**config.mk**
```make
export PLATFORM = sky130hd
export DESIGN_NAME = sdram_rd_seq
export DESIGN_NICKNAME = d
export VERILOG_FILES = /design/src/rtl/sdram_rd_pkg.sv /design/src/rtl/sdram_row_track.sv /design/src/rtl/sdram_rd_capture.sv /design/src/rtl/sdram_rd_seq.sv
export SDC_FILE = /design/constraint.sdc
export NUM_CORES = 1
export LEC_CHECK = 0
export BUFFER_PORTS_ARGS = -buffer_cell sky130_fd_sc_hd__buf_2
export CORE_MARGIN = 4
export CORE_UTILIZATION = 47
export DETAILED_ROUTE_END_ITERATION = 10
export PLACE_DENSITY = 0.74
export REMOVE_ABC_BUFFERS = 1
export SLEW_MARGIN = 10
export SYNTH_ARGS = -nofsm -noshare
export SYNTH_HDL_FRONTEND = slang
export SYNTH_SLANG_ARGS = --single-unit
export TNS_END_PERCENT = 50
```
**constraint.sdc**
```tcl
create_clock -name clk -period 1.51 [get_ports clk]
set_input_delay 0.0755 -clock clk [delete_from_list [all_inputs] [get_ports clk]]
set_output_delay 0.0755 -clock clk [all_outputs]
set_load 0.03 [all_outputs]
```
**src/rtl/sdram_rd_pkg.sv**
```systemverilog
package sdram_rd_pkg;

  typedef enum logic [3:0] {
    CMD_NOP  = 4'b0111,
    CMD_ACT  = 4'b0011,
    CMD_READ = 4'b0101,
    CMD_PRE  = 4'b0010
  } sd_cmd_e;

  typedef enum logic [2:0] {
    S_IDLE,
    S_PRE,
    S_ACT,
    S_READ,
    S_WAIT,
    S_CAP
  } seq_state_e;

  // A gap of d clocks between two commands needs a wait state only when d > 1
  function automatic bit needs_wait(input int unsigned d);
    return d > 1;
  endfunction

  // Counter preset for the wait state: exits when the counter reaches zero
  function automatic int unsigned wait_preset(input int unsigned d);
    return (d > 1) ? d - 2 : 0;
  endfunction

  function automatic int unsigned max3(input int unsigned a, input int unsigned b,
                                       input int unsigned c);
    int unsigned m;
    m = (a > b) ? a : b;
    return (m > c) ? m : c;
  endfunction

endpackage

```
**src/rtl/sdram_row_track.sv**
```systemverilog
module sdram_row_track #(
  parameter int ROW_W = 12
) (
  input  logic             clk,
  input  logic             rst_n,
  input  logic             act_fire,
  input  logic             pre_fire,
  input  logic             rd_fire,
  input  logic [ROW_W-1:0] act_row,
  input  logic [ROW_W-1:0] req_row,
  output logic             row_open,
  output logic             row_hit
);

  logic             open_q;
  logic [ROW_W-1:0] row_q;

  always_ff @(posedge clk or negedge rst_n) begin
    if (!rst_n) begin
      open_q <= 1'b0;
      row_q  <= '0;
    end else if (act_fire) begin
      open_q <= 1'b1;
      row_q  <= act_row;
    end else if (pre_fire) begin
      open_q <= 1'b0;
    end
  end

  assign row_open = open_q;
  assign row_hit  = open_q && (row_q == req_row);


  read_needs_open_row_chk: assert property (@(posedge clk) disable iff (!rst_n)
    rd_fire |-> row_open);


  act_needs_closed_bank_chk: assert property (@(posedge clk) disable iff (!rst_n)
    act_fire |-> !row_open);


  pre_needs_open_row_chk: assert property (@(posedge clk) disable iff (!rst_n)
    pre_fire |-> row_open);

endmodule

```
**src/rtl/sdram_rd_capture.sv**
```systemverilog
module sdram_rd_capture #(
  parameter int COL_W  = 8,
  parameter int DATA_W = 16,
  parameter int BL     = 4
) (
  input  logic              clk,
  input  logic              rst_n,
  input  logic              cap_en,
  input  logic [COL_W-1:0]  start_col,
  input  logic              ilv,
  input  logic [DATA_W-1:0] dq,
  output logic              rd_valid,
  output logic [DATA_W-1:0] rd_data,
  output logic [COL_W-1:0]  rd_col,
  output logic              rd_last,
  output logic              beat_last
);

  localparam int               LB   = $clog2(BL);
  localparam logic [COL_W-1:0] MASK = COL_W'(BL - 1);

  logic [LB-1:0] beat;

  // Column of burst word b: upper bits kept, low bits wrapped or XORed
  function automatic logic [COL_W-1:0] beat_col(input logic [COL_W-1:0] s,
                                                input logic [LB-1:0]    b,
                                                input logic             il);
    logic [COL_W-1:0] bx;
    logic [COL_W-1:0] off;
    bx  = COL_W'(b);
    off = il ? ((s ^ bx) & MASK) : ((s + bx) & MASK);
    return (s & ~MASK) | off;
  endfunction

  assign beat_last = cap_en && (beat == LB'(BL - 1));

  always_ff @(posedge clk or negedge rst_n) begin
    if (!rst_n) begin
      beat     <= '0;
      rd_valid <= 1'b0;
      rd_last  <= 1'b0;
      rd_data  <= '0;
      rd_col   <= '0;
    end else begin
      rd_valid <= cap_en;
      rd_last  <= beat_last;
      if (cap_en) begin
        rd_data <= dq;
        rd_col  <= beat_col(start_col, beat, ilv);
        beat    <= beat + 1'b1;
      end else begin
        beat <= '0;
      end
    end
  end


  burst_stays_in_block_chk: assert property (@(posedge clk) disable iff (!rst_n)
    (rd_valid && $past(rd_valid) && !$past(rd_last)) |->
      ((rd_col & ~MASK) == ($past(rd_col) & ~MASK)));


  burst_back_to_back_chk: assert property (@(posedge clk) disable iff (!rst_n)
    (rd_valid && !rd_last) |=> rd_valid);

endmodule

```
**src/rtl/sdram_rd_seq.sv**
```systemverilog
module sdram_rd_seq
  import sdram_rd_pkg::*;
#(
  parameter int ROW_W   = 12,
  parameter int COL_W   = 8,
  parameter int DATA_W  = 16,
  parameter int BL      = 4,
  parameter int T_RCD   = 2,
  parameter int CAS_LAT = 2,
  parameter int T_RP    = 2,
  parameter int ADDR_W  = (ROW_W > COL_W) ? ROW_W : COL_W
) (
  input  logic              clk,
  input  logic              rst_n,
  input  logic              req_valid,
  output logic              req_ready,
  input  logic [ROW_W-1:0]  req_row,
  input  logic [COL_W-1:0]  req_col,
  input  logic              req_ilv,
  output logic              sd_cs_n,
  output logic              sd_ras_n,
  output logic              sd_cas_n,
  output logic              sd_we_n,
  output logic [ADDR_W-1:0] sd_addr,
  input  logic [DATA_W-1:0] sd_dq,
  output logic              rd_valid,
  output logic [DATA_W-1:0] rd_data,
  output logic [COL_W-1:0]  rd_col
);

  localparam int MAXD = max3(T_RCD, CAS_LAT, T_RP);
  localparam int WCW  = $clog2(MAXD + 1);
  localparam int CKW  = $clog2(MAXD + BL + 4) + 1;
  localparam logic [CKW-1:0] CK_SAT = '1;

  seq_state_e       state, ret_state;
  logic [WCW-1:0]   wcnt;
  logic [ROW_W-1:0] lat_row;
  logic [COL_W-1:0] lat_col;
  logic             lat_ilv;
  sd_cmd_e          cmd;

  // Named internal events
  logic acc_fire, act_fire, pre_fire, rd_fire, cap_en;
  logic row_open, row_hit, beat_last, rd_last;

  assign req_ready = (state == S_IDLE);
  assign acc_fire  = req_valid && req_ready;
  assign act_fire  = (state == S_ACT);
  assign pre_fire  = (state == S_PRE);
  assign rd_fire   = (state == S_READ);
  assign cap_en    = (state == S_CAP);

  always_ff @(posedge clk or negedge rst_n) begin
    if (!rst_n) begin
      state     <= S_IDLE;
      ret_state <= S_IDLE;
      wcnt      <= '0;
      lat_row   <= '0;
      lat_col   <= '0;
      lat_ilv   <= 1'b0;
    end else begin
      case (state)
        S_IDLE: if (req_valid) begin
          lat_row <= req_row;
          lat_col <= req_col;
          lat_ilv <= req_ilv;
          if (row_hit)       state <= S_READ;
          else if (row_open) state <= S_PRE;
          else               state <= S_ACT;
        end
        S_PRE: if (needs_wait(T_RP)) begin
          state     <= S_WAIT;
          ret_state <= S_ACT;
          wcnt      <= WCW'(wait_preset(T_RP));
        end else begin
          state <= S_ACT;
        end
        S_ACT: if (needs_wait(T_RCD)) begin
          state     <= S_WAIT;
          ret_state <= S_READ;
          wcnt      <= WCW'(wait_preset(T_RCD));
        end else begin
          state <= S_READ;
        end
        S_READ: if (needs_wait(CAS_LAT)) begin
          state     <= S_WAIT;
          ret_state <= S_CAP;
          wcnt      <= WCW'(wait_preset(CAS_LAT));
        end else begin
          state <= S_CAP;
        end
        S_WAIT: if (wcnt == '0) state <= ret_state;
                else            wcnt  <= wcnt - 1'b1;
        S_CAP:  if (beat_last)  state <= S_IDLE;
        default: state <= S_IDLE;
      endcase
    end
  end

  // Command and address drive
  always_comb begin
    cmd     = CMD_NOP;
    sd_addr = '0;
    case (state)
      S_PRE:  cmd = CMD_PRE;
      S_ACT: begin
        cmd     = CMD_ACT;
        sd_addr = ADDR_W'(lat_row);
      end
      S_READ: begin
        cmd     = CMD_READ;
        sd_addr = ADDR_W'(lat_col);
      end
      default: cmd = CMD_NOP;
    endcase
  end

  assign {sd_cs_n, sd_ras_n, sd_cas_n, sd_we_n} = cmd;

  sdram_row_track #(.ROW_W(ROW_W)) u_rows (
    .clk      (clk),
    .rst_n    (rst_n),
    .act_fire (act_fire),
    .pre_fire (pre_fire),
    .rd_fire  (rd_fire),
    .act_row  (lat_row),
    .req_row  (req_row),
    .row_open (row_open),
    .row_hit  (row_hit)
  );

  sdram_rd_capture #(.COL_W(COL_W), .DATA_W(DATA_W), .BL(BL)) u_cap (
    .clk       (clk),
    .rst_n     (rst_n),
    .cap_en    (cap_en),
    .start_col (lat_col),
    .ilv       (lat_ilv),
    .dq        (sd_dq),
    .rd_valid  (rd_valid),
    .rd_data   (rd_data),
    .rd_col    (rd_col),
    .rd_last   (rd_last),
    .beat_last (beat_last)
  );

  // Gap counters used only by the assertions below
  logic [CKW-1:0] since_act, since_pre, since_rd;
  logic           act_pend, pre_pend;

  always_ff @(posedge clk or negedge rst_n) begin
    if (!rst_n) begin
      since_act <= CK_SAT;
      since_pre <= CK_SAT;
      since_rd  <= CK_SAT;
      act_pend  <= 1'b0;
      pre_pend  <= 1'b0;
    end else begin
      since_act <= act_fire ? CKW'(1) : (since_act == CK_SAT ? since_act : since_act + 1'b1);
      since_pre <= pre_fire ? CKW'(1) : (since_pre == CK_SAT ? since_pre : since_pre + 1'b1);
      since_rd  <= rd_fire  ? CKW'(1) : (since_rd  == CK_SAT ? since_rd  : since_rd  + 1'b1);
      if (act_fire)      act_pend <= 1'b1;
      else if (rd_fire)  act_pend <= 1'b0;
      if (pre_fire)      pre_pend <= 1'b1;
      else if (act_fire) pre_pend <= 1'b0;
    end
  end


  busy_after_accept_chk: assert property (@(posedge clk) disable iff (!rst_n)
    acc_fire |=> !req_ready);


  rcd_gap_chk: assert property (@(posedge clk) disable iff (!rst_n)
    (rd_fire && act_pend) |-> (since_act == CKW'(T_RCD)));


  rp_gap_chk: assert property (@(posedge clk) disable iff (!rst_n)
    (act_fire && pre_pend) |-> (since_pre == CKW'(T_RP)));


  cas_gap_chk: assert property (@(posedge clk) disable iff (!rst_n)
    $rose(rd_valid) |-> (since_rd == CKW'(CAS_LAT + 1)));


  ready_only_on_last_chk: assert property (@(posedge clk) disable iff (!rst_n)
    (req_ready && rd_valid) |-> rd_last);


  one_cmd_per_step_chk: assert property (@(posedge clk) disable iff (!rst_n)
    (cmd != CMD_NOP) |=> (cmd == CMD_NOP) || (CAS_LAT == 1) || (T_RCD == 1) || (T_RP == 1));

endmodule

```
==> results.txt <==
Design area -> 0.004646 mm²
Status -> finished, violations left
Sequential cell area -> 0.001727 mm²
Setup violators final -> 26
Drt wl/cell -> 15.92 µm
Skew-Pair Late Insertion Delay -> 350 ps
Final min period -> 1633 ps
DR pass1 iterations -> 5
Placer Congestion -> 0.8292
Vias -> 2502
Syn. warnings -> 0
DR iter-0 viols -> 56
Layout cells sized above 1 -> 41.78%
Reg-to-Reg End -> u_rows.row_q[10]$_DFFE_PN0N_
Critical Path AT -> 1560 ps
Die W -> 88.68 µm
Input/output buffers -> 80
Slew @ Worst Pin -> 574.7 ps
RR Startpoint -> state[2]$_DFFE_PN0P_
Register area share after synthesis -> 56.44%
Final Hold Fails -> 0
Most common library cell in the layout ignoring fill and taps -> nand2_1
FP Rows -> 29
Vias in the first global route -> 2638
Hold Slack -> 153.8 ps
Synthesis-stage register bit count -> 69
Critical hold path startpoint -> req_valid
Area occupied by multi-input gates -> 0.001320 mm²
Filler cells -> 421
Peak supply drop -> 0.001457 V
Placement-stage cell area -> 0.003695 mm²
Syn Inst Count -> 271
Area of the mapped netlist -> 0.003059 mm²
Startpoint Class -> flip-flop
Total wire length -> 8009 µm
Top cell type's share of synthesized area -> 56.44%
WS Path Type -> reg -> out
Clock sinks -> 69
First-pass GRT wire length -> 12630 µm
Post-layout util -> 73.16%
Initial antenna violation count -> 0
Post-synth top flop -> dfrtp_1
Reg2Reg Depth -> 6
Setup crit end kind -> output port
Clock Root Buffer -> clkbuf_8
Mean post-synth cell area -> 11.29 µm²
Yosys cell types -> 36
Via density -> 4.974
P_leak -> 2.344 nW
Cell taking the most area after synthesis -> dfrtp_1
Slew Viols, Final -> 0
Top cells by area, synth -> dfrtp_1 56%, nand2_1 9.2%, mux2_4 4.9%, mux2_2 4.8%, mux2_1 3.7%
DR DRC count -> 0
Grt total ovfl -> 0
CORE AREA -> 0.006350 mm²
Post-synth EDFFs -> 0
Antenna Cells -> 0
CTS tree -> done
CP Max Fanout -> 4
Slew margin rel. -> 61.68%
Post-Layout Cell Count -> 503
Max Cap Violations -> 0
Failing checks -> negative setup slack
FMAX -> 0.6125 GHz
Pwr/cell area -> 2093 mW/mm²
Placed insts -> 436
Hold worst-path end -> state[0]$_DFFE_PN0P_
FF-to-FF setup slack -> -30 ps
Clock Pin Slew Worst Setup and Hold Paths -> 80 ps
Detail Route Antenna Nets -> 0
Die Span Y -> 88.68 µm
Die area -> 0.007863 mm²
Commonest cells after routing, fill and taps aside -> 74 x nand2_1, 69 x dfrtp_1, 64 x buf_2, 38 x dlygate4sd3_1, 21 x buf_6
CTS Buf Count -> 9
Nets -> 464
Final Power -> 9.724 mW
GRT Total Usage -> 21.13%
Period utilisation layout -> 108.1%
Starting density of the core -> 48.18%
Layout Skew -> 8.532 ps
Post-detail-place hpwl -> 4802 µm
H-tree Lvls -> 3
Area Growth Syn to Fin -> 51.86%
Worst Slack Setup Final -> -122.8 ps
Critical Path RT -> 1430 ps
Worst Hold Class -> in -> reg
Fraction of registers with async set/reset -> 100.0%
Hold Path Depth -> 5
Largest net degree at the start of global routing -> 26
RSZ-0062 raised after global routing -> yes
Clock buffer depth -> 2
Ports -> 82
## how the worst max path moves through the flow
stage | from | endpoint | cells past startpoint
2_1_floorplan | state[0]$_DFFE_PN0P_ | lat_col[0]$_DFFE_PN0P_ | 4
3_3_place_gp | state[2]$_DFFE_PN0P_ | sd_addr[1] | 5
3_5_place_dp | state[2]$_DFFE_PN0P_ | sd_addr[1] | 5
4_1_cts | state[2]$_DFFE_PN0P_ | sd_ras_n | 5
5_1_grt | state[2]$_DFFE_PN0P_ | sd_addr[5] | 5
6_report | state[2]$_DFFE_PN0P_ | sd_addr[5] | 5
## worst max-delay path, stage by stage (launching register included)
cell and delay [ps]:
dfrtp_1 400, nand2b_4 180, nor2_4 160, buf_4 160, a22o_1 160, buf_6 140
## logic make-up after synthesis
family / synth area share [%]
other: 0.1226
multiplexers: 13.70
buffers and inverters: 3.271
AND/OR/NAND/NOR: 15.91
AO/OA/AOI/OAI: 5.317
XOR/XNOR: 4.008
adder cells (fa/ha/maj): 1.227
flip-flops: 56.44
## synth_stat cells, types with 2 or more instances
master and count:
mux2_4 10, o21ai_0 4, a21oi_1 3, a22o_1 10, buf_2 5, nor2_4 2, xnor2_1 6, ha_1 3
mux2_1 10, nor2b_1 3, mux2_2 13, or3_1 2, nor2_1 11, clkbuf_1 4, xor2_1 8, nor4_1 2
o22a_1 2, nand2b_1 3, buf_4 2, inv_1 4, and2_1 5, a21o_1 2, nand4_1 2, dfrtp_1 69
nand2_1 75
## power by group
part	leakage (nW)	switching, mW	internal, mW
sequential	0.841	0.582	2.73
clock	0.107	0.734	0.930
combinational	1.40	2.44	2.31
total	2.34	3.75	5.97
## routing by layer
metal	GRT usage [%]	wire length, µm	vias to the layer above
met5	0	0	-
met3	6.518	487	9
met2	34.21	4124	79
met4	6.456	93	0
met1	27.28	3303	1226
li1	-	-	1188
## flip-flops by register name, summed over array words and instances, names as in the netlist
| register | flops |
|---|---|
| u_rows.row_open | 1 |
| u_cap.beat | 2 |
| lat_row | 12 |
| u_cap.rd_valid | 1 |
| u_cap.rd_data | 16 |
| state | 3 |
| wcnt | 2 |
| u_cap.rd_col | 8 |
| ret_state | 3 |
| u_rows.row_q | 12 |
| lat_col | 8 |
| lat_ilv | 1 |
## through the flow
step,setup WS [ps],setup TNS (ps)
after global routing,-189.5,-3211
after detailed placement,13.31,0
after CTS,-95.89,-969.2
after floorplan,-286.4,-12470
final,-122.8,-1327
after global placement,7.695,0
## what timing repair did
item	in CTS	in global routing
hold endpoints to repair	57	0
cloned	0	2
endpoints found under the setup margin	16	58
hold buffers	38	0
resized for setup	42	27
pin swaps	13	3
buffers inserted	10	2
## final cells by class
type | count | area share [%]
flip-flops and latches | 69 | 37.17
clock inverters | 6 | 1.858
repair buffers | 152 | 27.23
multi-input cells | 184 | 28.41
well taps | 77 | 2.074
inverters | 5 | 0.5117
clock buffers | 10 | 2.747
(Power assumes the default switching activity.)
